**config.mk**
```make
export PLATFORM = sky130hd
export DESIGN_NAME = phase_count_selector
export DESIGN_NICKNAME = d
export VERILOG_FILES = /design/src/rtl/minsort_pkg.sv /design/src/rtl/phase_extremes.sv /design/src/rtl/int_chooser.sv /design/src/rtl/motion_accum.sv /design/src/rtl/phase_count_selector.sv
export SDC_FILE = /design/constraint.sdc
export NUM_CORES = 1
export LEC_CHECK = 0
export CAP_MARGIN = 10
export CORE_AREA = 3 3 229 231
export DETAILED_ROUTE_END_ITERATION = 10
export DIE_AREA = 0 0 232 234
export DONT_BUFFER_PORTS = 1
export SETUP_SLACK_MARGIN = 0.02
export SLEW_MARGIN = 20
export SYNTH_ARGS = -nofsm -noshare
export SYNTH_HDL_FRONTEND = slang
export SYNTH_SLANG_ARGS = --single-unit
```
**constraint.sdc**
```tcl
create_clock -name clk -period 96.9 [get_ports clk]
set_input_delay 9.69 -clock clk [delete_from_list [all_inputs] [get_ports clk]]
set_output_delay 9.69 -clock clk [all_outputs]
set_load 0.01 [all_outputs]
```
**src/rtl/minsort_pkg.sv**
```systemverilog
package minsort_pkg;
  typedef enum logic [1:0] {
    SRC_AGREE = 2'd0,
    SRC_MAXM1 = 2'd1,
    SRC_MIN   = 2'd2
  } pick_src_e;
endpackage

```
**src/rtl/phase_extremes.sv**
```systemverilog
module phase_extremes #(
  parameter int NUM_PH = 8,
  parameter int CNT_W  = 32
) (
  input  logic [NUM_PH*CNT_W-1:0] lanes_flat,
  output logic [CNT_W-1:0]        min_v,
  output logic [CNT_W-1:0]        max_v
);
  logic [CNT_W-1:0] lane [NUM_PH];

  genvar g;
  generate
    for (g = 0; g < NUM_PH; g++) begin : g_unpack
      assign lane[g] = lanes_flat[g*CNT_W +: CNT_W];
    end
  endgenerate

  always_comb begin
    min_v = lane[0];
    max_v = lane[0];
    for (int i = 1; i < NUM_PH; i++) begin
      if (lane[i] < min_v) min_v = lane[i];
      if (lane[i] > max_v) max_v = lane[i];
    end
  end
endmodule

```
**src/rtl/int_chooser.sv**
```systemverilog
module int_chooser
  import minsort_pkg::*;
#(
  parameter int CNT_W  = 32,
  parameter int FRAC_W = 3
) (
  input  logic [CNT_W-1:0]  min_v,
  input  logic [CNT_W-1:0]  max_v,
  input  logic [FRAC_W-1:0] frac,
  output logic [CNT_W-1:0]  pick
);
  logic [CNT_W-1:0] max_m1;
  pick_src_e        src;

  assign max_m1 = max_v - CNT_W'(1);

  always_comb begin
    if (min_v == max_m1)    src = SRC_AGREE;
    else if (frac != '0)    src = SRC_MAXM1;
    else                    src = SRC_MIN;
  end

  always_comb begin
    unique case (src)
      SRC_MAXM1: pick = max_m1;
      default:   pick = min_v;
    endcase
  end
endmodule

```
**src/rtl/motion_accum.sv**
```systemverilog
module motion_accum #(
  parameter int CNT_W = 32,
  parameter int ACC_W = 32
) (
  input  logic             clk,
  input  logic             rst,
  input  logic             upd,
  input  logic             clr,
  input  logic [CNT_W-1:0] pick,
  input  logic [CNT_W-1:0] ref_count,
  output logic [CNT_W-1:0] vel_q,
  output logic [ACC_W-1:0] disp_q
);
  logic [CNT_W-1:0] vel_d;
  logic [ACC_W-1:0] vel_ext;

  assign vel_d   = pick - ref_count;
  assign vel_ext = ACC_W'(signed'(vel_d));

  always_ff @(posedge clk) begin
    if (rst) begin
      vel_q  <= '0;
      disp_q <= '0;
    end else begin
      if (upd) vel_q <= vel_d;
      if (clr)      disp_q <= '0;
      else if (upd) disp_q <= disp_q + vel_ext;
    end
  end
endmodule

```
**src/rtl/phase_count_selector.sv**
```systemverilog
module phase_count_selector #(
  parameter int NUM_PH = 8,
  parameter int CNT_W  = 32,
  parameter int FRAC_W = 3,
  parameter int ACC_W  = 32
) (
  input  logic                      clk,
  input  logic                      rst,
  input  logic                      sample_valid,
  input  logic                      total_clear,
  input  logic [NUM_PH*CNT_W-1:0]   phase_counts,
  input  logic [FRAC_W-1:0]         frac_in,
  input  logic [CNT_W-1:0]          ref_count,
  output logic [CNT_W-1:0]          int_out,
  output logic [CNT_W+FRAC_W-1:0]   fixed_out,
  output logic [CNT_W-1:0]          vel_out,
  output logic [ACC_W-1:0]          disp_out
);
  localparam int FIX_W = CNT_W + FRAC_W;

  logic [CNT_W-1:0] min_v, max_v, pick;

  phase_extremes #(.NUM_PH(NUM_PH), .CNT_W(CNT_W)) u_ext (
    .lanes_flat (phase_counts),
    .min_v      (min_v),
    .max_v      (max_v)
  );

  int_chooser #(.CNT_W(CNT_W), .FRAC_W(FRAC_W)) u_pick (
    .min_v (min_v),
    .max_v (max_v),
    .frac  (frac_in),
    .pick  (pick)
  );

  motion_accum #(.CNT_W(CNT_W), .ACC_W(ACC_W)) u_acc (
    .clk       (clk),
    .rst       (rst),
    .upd       (sample_valid),
    .clr       (total_clear),
    .pick      (pick),
    .ref_count (ref_count),
    .vel_q     (vel_out),
    .disp_q    (disp_out)
  );

  always_ff @(posedge clk) begin
    if (rst) begin
      int_out   <= '0;
      fixed_out <= '0;
    end else if (sample_valid) begin
      int_out   <= pick;
      fixed_out <= FIX_W'({pick, frac_in});
    end
  end
endmodule

```
==> results of run 1 <==
logic make-up after synthesis:
| kind of cell | after synthesis |
|---|---|
| and+or+nand+nor | 971 |
| AOI/OAI and AO/OA | 899 |
| buffers and inverters | 523 |
| adders and majority gates | 468 |
| muxes | 323 |
| xor gates and xnor gates | 139 |
| DFF | 99 |
final timing paths:
check | startpoint | endpoint | slack (ps) | depth (start not counted)
worst min register to register | u_acc.vel_q[31] | u_acc.vel_q[31] | 560 | 2
worst max-delay path | phase_counts[27] | u_acc.disp_q[31] | 50230 | 158
worst min-delay path | u_acc.vel_q[31] | u_acc.vel_q[31] | 560 | 2
worst max register to register | u_acc.disp_q[1] | u_acc.disp_q[31] | 90740 | 28
Yosys cell counts (18+ instances only):
| library cell | n | area [um^2] |
|---|---|---|
| sky130_fd_sc_hd__o211ai_1 | 21 | 158 |
| sky130_fd_sc_hd__nand4_1 | 94 | 588 |
| sky130_fd_sc_hd__buf_1 | 23 | 86.3 |
| sky130_fd_sc_hd__nor2b_1 | 50 | 313 |
| sky130_fd_sc_hd__or4_1 | 18 | 135 |
| sky130_fd_sc_hd__or3_1 | 26 | 163 |
| sky130_fd_sc_hd__inv_1 | 355 | 1330 |
| sky130_fd_sc_hd__mux2i_1 | 211 | 2110 |
| sky130_fd_sc_hd__xnor2_1 | 101 | 885 |
| sky130_fd_sc_hd__nor4_1 | 27 | 169 |
| sky130_fd_sc_hd__xor2_1 | 33 | 289 |
| sky130_fd_sc_hd__nor2_1 | 349 | 1310 |
| sky130_fd_sc_hd__mux2_2 | 111 | 1250 |
| sky130_fd_sc_hd__nand2_1 | 154 | 578 |
| sky130_fd_sc_hd__clkbuf_1 | 82 | 308 |
| sky130_fd_sc_hd__buf_4 | 38 | 285 |
| sky130_fd_sc_hd__o21bai_1 | 25 | 188 |
| sky130_fd_sc_hd__ha_1 | 464 | 5810 |
| sky130_fd_sc_hd__dfxtp_1 | 99 | 1980 |
| sky130_fd_sc_hd__nor3_1 | 70 | 350 |
| sky130_fd_sc_hd__nand2b_1 | 33 | 206 |
| sky130_fd_sc_hd__buf_2 | 21 | 105 |
| sky130_fd_sc_hd__a21o_1 | 129 | 968 |
| sky130_fd_sc_hd__a211oi_1 | 20 | 150 |
| sky130_fd_sc_hd__a21oi_1 | 342 | 1710 |
| sky130_fd_sc_hd__and3_1 | 18 | 113 |
| sky130_fd_sc_hd__nand3_1 | 66 | 330 |
| sky130_fd_sc_hd__o21ai_0 | 178 | 891 |
registers in the layout (all words and copies together) (netlist names):
name,flops
int_out,32
fixed_out,3
u_acc.vel_q,32
u_acc.disp_q,32
placed cells by master, fill, tap and decap left out, types with 50 or more instances in the layout:
| cell | n |
|---|---|
| sky130_fd_sc_hd__nor2_1 | 347 |
| sky130_fd_sc_hd__nand4_1 | 94 |
| sky130_fd_sc_hd__nor2b_1 | 50 |
| sky130_fd_sc_hd__a21oi_1 | 338 |
| sky130_fd_sc_hd__ha_1 | 464 |
| sky130_fd_sc_hd__a21o_1 | 129 |
| sky130_fd_sc_hd__inv_1 | 355 |
| sky130_fd_sc_hd__mux2_2 | 111 |
| sky130_fd_sc_hd__dfxtp_1 | 99 |
| sky130_fd_sc_hd__mux2i_1 | 211 |
| sky130_fd_sc_hd__nand3_1 | 66 |
| sky130_fd_sc_hd__o21ai_0 | 177 |
| sky130_fd_sc_hd__nor3_1 | 69 |
| sky130_fd_sc_hd__nand2_1 | 153 |
| sky130_fd_sc_hd__xnor2_1 | 101 |
stage by stage:
| stage | cell area (um^2) | setup slack (ps) | utilization |
|---|---|---|---|
| floorplan | 25100 | 54470 | - |
| global placement | 25500 | 52170 | 0.506 |
| detailed placement | 25500 | 50910 | 0.506 |
| CTS | 25800 | 51120 | 0.513 |
| global route | 25800 | 47190 | 0.513 |
| finish | 25800 | 50230 | 0.513 |
per-layer routing:
layer	GRT usage	part of all wire	wire [um]
met5	0	0.00040	41
met4	0.0838	0.025	2500
met3	0.117	0.11	11500
met2	0.572	0.44	44800
met1	0.464	0.42	42600
layout make-up:
cell class              instances  area (um^2)  area share
diodes                          2         5.00    0.000194
clock buffers                  10          239     0.00927
clock inverters                 6         82.6     0.00320
inverters                     357         1340      0.0520
multi-input cells            2800        21100       0.818
flip-flops and latches         99         1980      0.0769
well taps                     672          841      0.0326
repair buffers                 28          210     0.00815
critical path: cells and delay by family:
family	cells	cell delay [ps]
compound gates	88	19790
xor+xnor	4	930
simple gates	36	7520
mux	5	1540
fa+ha+maj	10	3140
buf+inv	15	4160
==> parameters.txt, run 1 <==
Parameter                              Value

Clock network
  Clock tree from TritonCTS    built
  Clock Path Buffers    2
  Clock latency on the worst-skew pair    360 ps
  Post-CTS Hold Fix Bufs    0
  Clock edge transition at the registers on the reported setup and hold paths    about 80 ps
  CTS root buf    sky130_fd_sc_hd__clkbuf_16
  Post-CTS setup buffers    0
  Number of gates resized after cts    0
  Count of clock tree sinks    99
  CTS Buf Count    9
  H-tree lvl count    3

Synth
  Syn avg cell area    7.34 um^2
  Post-synthesis async set-or-reset flop share    0
  YS warnings    0
  Sequential cell area fraction in the yosys report    0.0789
  Syn nets    4,183
  Fraction of the mapped netlist area in adder cells    0.233
  Number of distinct library cells after synthesis    94
  Mux share of post-synthesis cell area    0.134
  Post-synthesis cell count    3,422
  Simple-gate share of the synthesized area    0.191
  Main combinational cell family by area after synthesis    adder cells
  Mapped Area    25,100 um^2
  Number of synthesized flops with an enable pin    0
  Predominant post-synthesis flop cell    sky130_fd_sc_hd__dfxtp_1
  Xor and xnor area share after synthesis    0.0512
  Complex-gate fraction of the synthesized area    0.226
  Number of flip-flops and latches in the synthesized netlist    99

Die
  Total core area    between 50,000 and 60,000 um^2
  Die outline width    ~230 um
  Floorplan row count    82
  Top-level I/O count    426
  Die Y    234 um
  Die Outline Area    54,300 um^2
  Starting utilization of the core area    0.500

Layout
  Filler cell count in the final layout    just over 5,000
  Fraction of final layout cells with drive strength greater than 1    0.0624
  Area growth from synthesis to layout    2.60%
  Non-filler instance count after layout    3,974
  Number of nets in the layout    4,056

Outcome
  Result of the run    finished, final reports clean

Route
  Post-DR wirelength/cell    25.5 um
  Count of antenna-violating nets left after detailed routing    0
  Number of DRC violations after detailed routing    0
  Detailed-route vias per instance    6.43
  Total routed wirelength    101,000 um
  Number of iterations in the first detailed-routing pass    6
  Total number of vias    25,550
  Starting DRC count in detailed routing    2,198

Setup path
  Largest stage delay on the critical path    1020 ps
  Kind of start point of the critical path    primary input
  Data required time at the worst endpoint    97,180 ps
  Data arrival time of the worst path    between 40,000 and 50,000 ps
  Cell at the slowest stage of the critical path    sky130_fd_sc_hd__a2111oi_1
  Library cell appearing most often on the critical path    sky130_fd_sc_hd__a21oi_1
  Setup crit end kind    register
  Maximum fanout encountered on the critical timing path    64
  Critical path type    in -> reg

Timing
  Slew margin rel.    0.197
  Worst hold slack across all endpoints    555 ps
  Hold Fails Final Rpt    0
  Worst-margin pin slew    1190 ps
  Final Max Tran Viols    0
  Largest clock skew in the final design    12.2 ps
  TNS Setup    0 ps
  RSZ-0062 raised after global routing    false
  Post-route fraction of the period consumed by the critical path    0.482
  Final setup vio count    0
  Maximum achievable frequency    0.0214 GHz
  Min Clock Period, post-route    46,670 ps

Job
  Maximum capacitance violations    0

Global routing
  Gr usage total    0.357
  Via count of the first global-routing pass    24,628
  Largest net degree at the start of global routing    92
  Wire length of the first global-routing pass    around 150,000 um
  Global route total overflow    0
  Initial antenna violation count    5

Place
  Number of port buffers    0
  Count of placed standard cells including taps    ~4,000
  GPL Wtd Cong    1.04
  Final HPWL DP    between 80,000 and 90,000 um

Worst hold path
  Worst min-delay path class    reg -> reg
Power of run 1 is left out: the tool's default activity adds up to more than one toggle a clock period on the data nets, which glitch-free logic cannot reach.
==> inputs of run 2 (changes only) <==
==> constraint.sdc (replaced) <==
create_clock -name clk -period 43.3 [get_ports clk]
set_input_delay 4.33 -clock clk [delete_from_list [all_inputs] [get_ports clk]]
set_output_delay 4.33 -clock clk [all_outputs]
set_load 0.01 [all_outputs]
==> run 2 against run 1 <==
Register-to-register slack worse by 54000 ps. Design area hardly changed. Utilization hardly changed. Die area stayed put. First-iteration DRC count is 3.5% higher. Via count is 0.24% lower. Wire length is 0.20% lower.
==> parameters.txt, run 2 (synthesis results as in run 1) <==
Parameter                              Value

Outcome
  Result of the run    finished, final reports clean (unchanged)

Route
  Post-DR wirelength/cell    25.5 um (about the same)
  Starting DRC count in detailed routing    2,274 (was 2,198)
  Total number of vias    25,489 (was 25,550)
  Detailed-route vias per instance    6.42 (was 6.43)
  Total routed wirelength    101,000 um (about the same)
  Number of iterations in the first detailed-routing pass    5 (was 6)
  Count of antenna-violating nets left after detailed routing    0 (unchanged)
  Number of DRC violations after detailed routing    0 (unchanged)

Job
  Maximum capacitance violations    0 (unchanged)

Clock network
  Count of clock tree sinks    99 (unchanged)
  Clock Path Buffers    2 (unchanged)
  CTS root buf    sky130_fd_sc_hd__clkbuf_16 (unchanged)
  Clock edge transition at the registers on the reported setup and hold paths    80 ps (about the same)
  CTS Buf Count    9 (unchanged)
  Clock latency on the worst-skew pair    370 ps (was 360 ps)
  H-tree lvl count    3 (unchanged)
  Clock tree from TritonCTS    built (unchanged)

Place
  GPL Wtd Cong    1.01 (was 1.04)
  Number of port buffers    0 (unchanged)
  Final HPWL DP    86,000 um (was 86,200 um)

Setup path
  Largest stage delay on the critical path    810 ps (was 1020 ps)
  Setup crit end kind    register (unchanged)
  Kind of start point of the critical path    primary input (unchanged)
  Cell at the slowest stage of the critical path    sky130_fd_sc_hd__nor4_1 (was sky130_fd_sc_hd__a2111oi_1)
  Library cell appearing most often on the critical path    sky130_fd_sc_hd__a21oi_1 (unchanged)
  Critical path type    in -> reg (unchanged)
  Maximum fanout encountered on the critical timing path    64 (unchanged)
  Data arrival time of the worst path    40,640 ps (was 46,960 ps)
  Data required time at the worst endpoint    43,590 ps (was 97,180 ps)
  Setup slack of the worst register-to-register path    37,140 ps (was 90,740 ps)

Global routing
  Largest net degree at the start of global routing    92 (unchanged)
  Wire length of the first global-routing pass    149,000 um (was 150,000 um)
  Gr usage total    0.356 (was 0.357)
  Via count of the first global-routing pass    24,346 (was 24,628)
  Initial antenna violation count    3 (was 5)
  Global route total overflow    0 (unchanged)

Timing
  Post-route fraction of the period consumed by the critical path    0.932
  Final setup vio count    0 (unchanged)
  Slew margin rel.    0.200 (was 0.197)
  Final Max Tran Viols    0 (unchanged)
  Min Clock Period, post-route    40,340 ps
  TNS Setup    0 ps (unchanged)
  Largest clock skew in the final design    13.3 ps (was 12.2 ps)
  RSZ-0062 raised after global routing    false (unchanged)
  Worst-margin pin slew    1190 ps (about the same)
  Maximum achievable frequency    0.0248 GHz
  Hold Fails Final Rpt    0 (unchanged)

Layout
  Highest-count cells in the layout ignoring fill and taps    464 x sky130_fd_sc_hd__ha_1, 355 x sky130_fd_sc_hd__inv_1, 347 x sky130_fd_sc_hd__nor2_1 (unchanged)
  Commonest non-fill, non-tap cell in the layout    sky130_fd_sc_hd__ha_1 (unchanged)
  Largest registers    int_out x32, u_acc.disp_q x32, u_acc.vel_q x32 (unchanged)
  Area growth from synthesis to layout    2.63% (was 2.60%)
  Number of nets in the layout    4,054 (was 4,056)
  Fraction of final layout cells with drive strength greater than 1    0.0628 (was 0.0624)

Die
  Die outline width    232 um (unchanged)
  Floorplan row count    82 (unchanged)
  Die Y    234 um (unchanged)
  Top-level I/O count    426 (unchanged)
  Starting utilization of the core area    0.500 (unchanged)
  Die Outline Area    54,300 um^2 (unchanged)
  Total core area    50,300 um^2 (unchanged)

Worst hold path
  Worst min-delay path class    reg -> reg (unchanged)
## run 2: critical path, delay by kind of cell
kind,cells,cell delay [ps]
muxes,5,1630
adders and majority gates,10,3010
xor gates and xnor gates,3,540
buffers and inverters,14,3910
and+or+nand+nor,36,7480
AOI/OAI and AO/OA,90,19550
## run 2: stage by stage
stage	hold WS (ps)	instance area [um^2]	utilization	worst slack, ps	instances
finish	536	25800	0.513	2960	3973
global route	572	25800	0.513	151	3970
CTS	536	25800	0.512	2930	3970
detailed placement	524	25400	0.506	2700	3954
global placement	520	25400	0.506	3990	3954
floorplan	498	25100	-	6230	3422
## run 2: repair_timing
item                                    CTS  global route
gates resized for setup                   0             2
setup buffers                             0             0
hold buffers                              0             0
endpoints found under the hold margin     0             0
endpoints found under the setup margin    0             1
## run 2: worst paths after layout
kind	startpoint	to	cells after the start
max	phase_counts[11]	u_acc.disp_q[31]	158
min	u_acc.vel_q[31]	u_acc.vel_q[31]	2
min reg2reg	u_acc.vel_q[31]	u_acc.vel_q[31]	2
max reg2reg	u_acc.disp_q[1]	u_acc.disp_q[31]	28
## run 2: final cells by class
type / instances / area, um^2
Fill cell: 5054 / 24500
Multi-Input combinational cell: 2800 / 21100
Sequential cell: 99 / 1980
Inverter: 357 / 1340
Tap cell: 672 / 841
Clock buffer: 9 / 225
Timing Repair Buffer: 26 / 195
Clock inverter: 7 / 91.3
Antenna cell: 3 / 7.51
## run 2: metal layers
metal | up-vias | GRT usage | wire, um
met1 | 12077 | 0.468 | 43200
met3 | 157 | 0.108 | 10800
met5 | - | 0 | 46
met4 | 6 | 0.0858 | 2500
met2 | 1153 | 0.571 | 44500
li1 | 12096 | - | -
Power of run 2 is left out for the same reason.
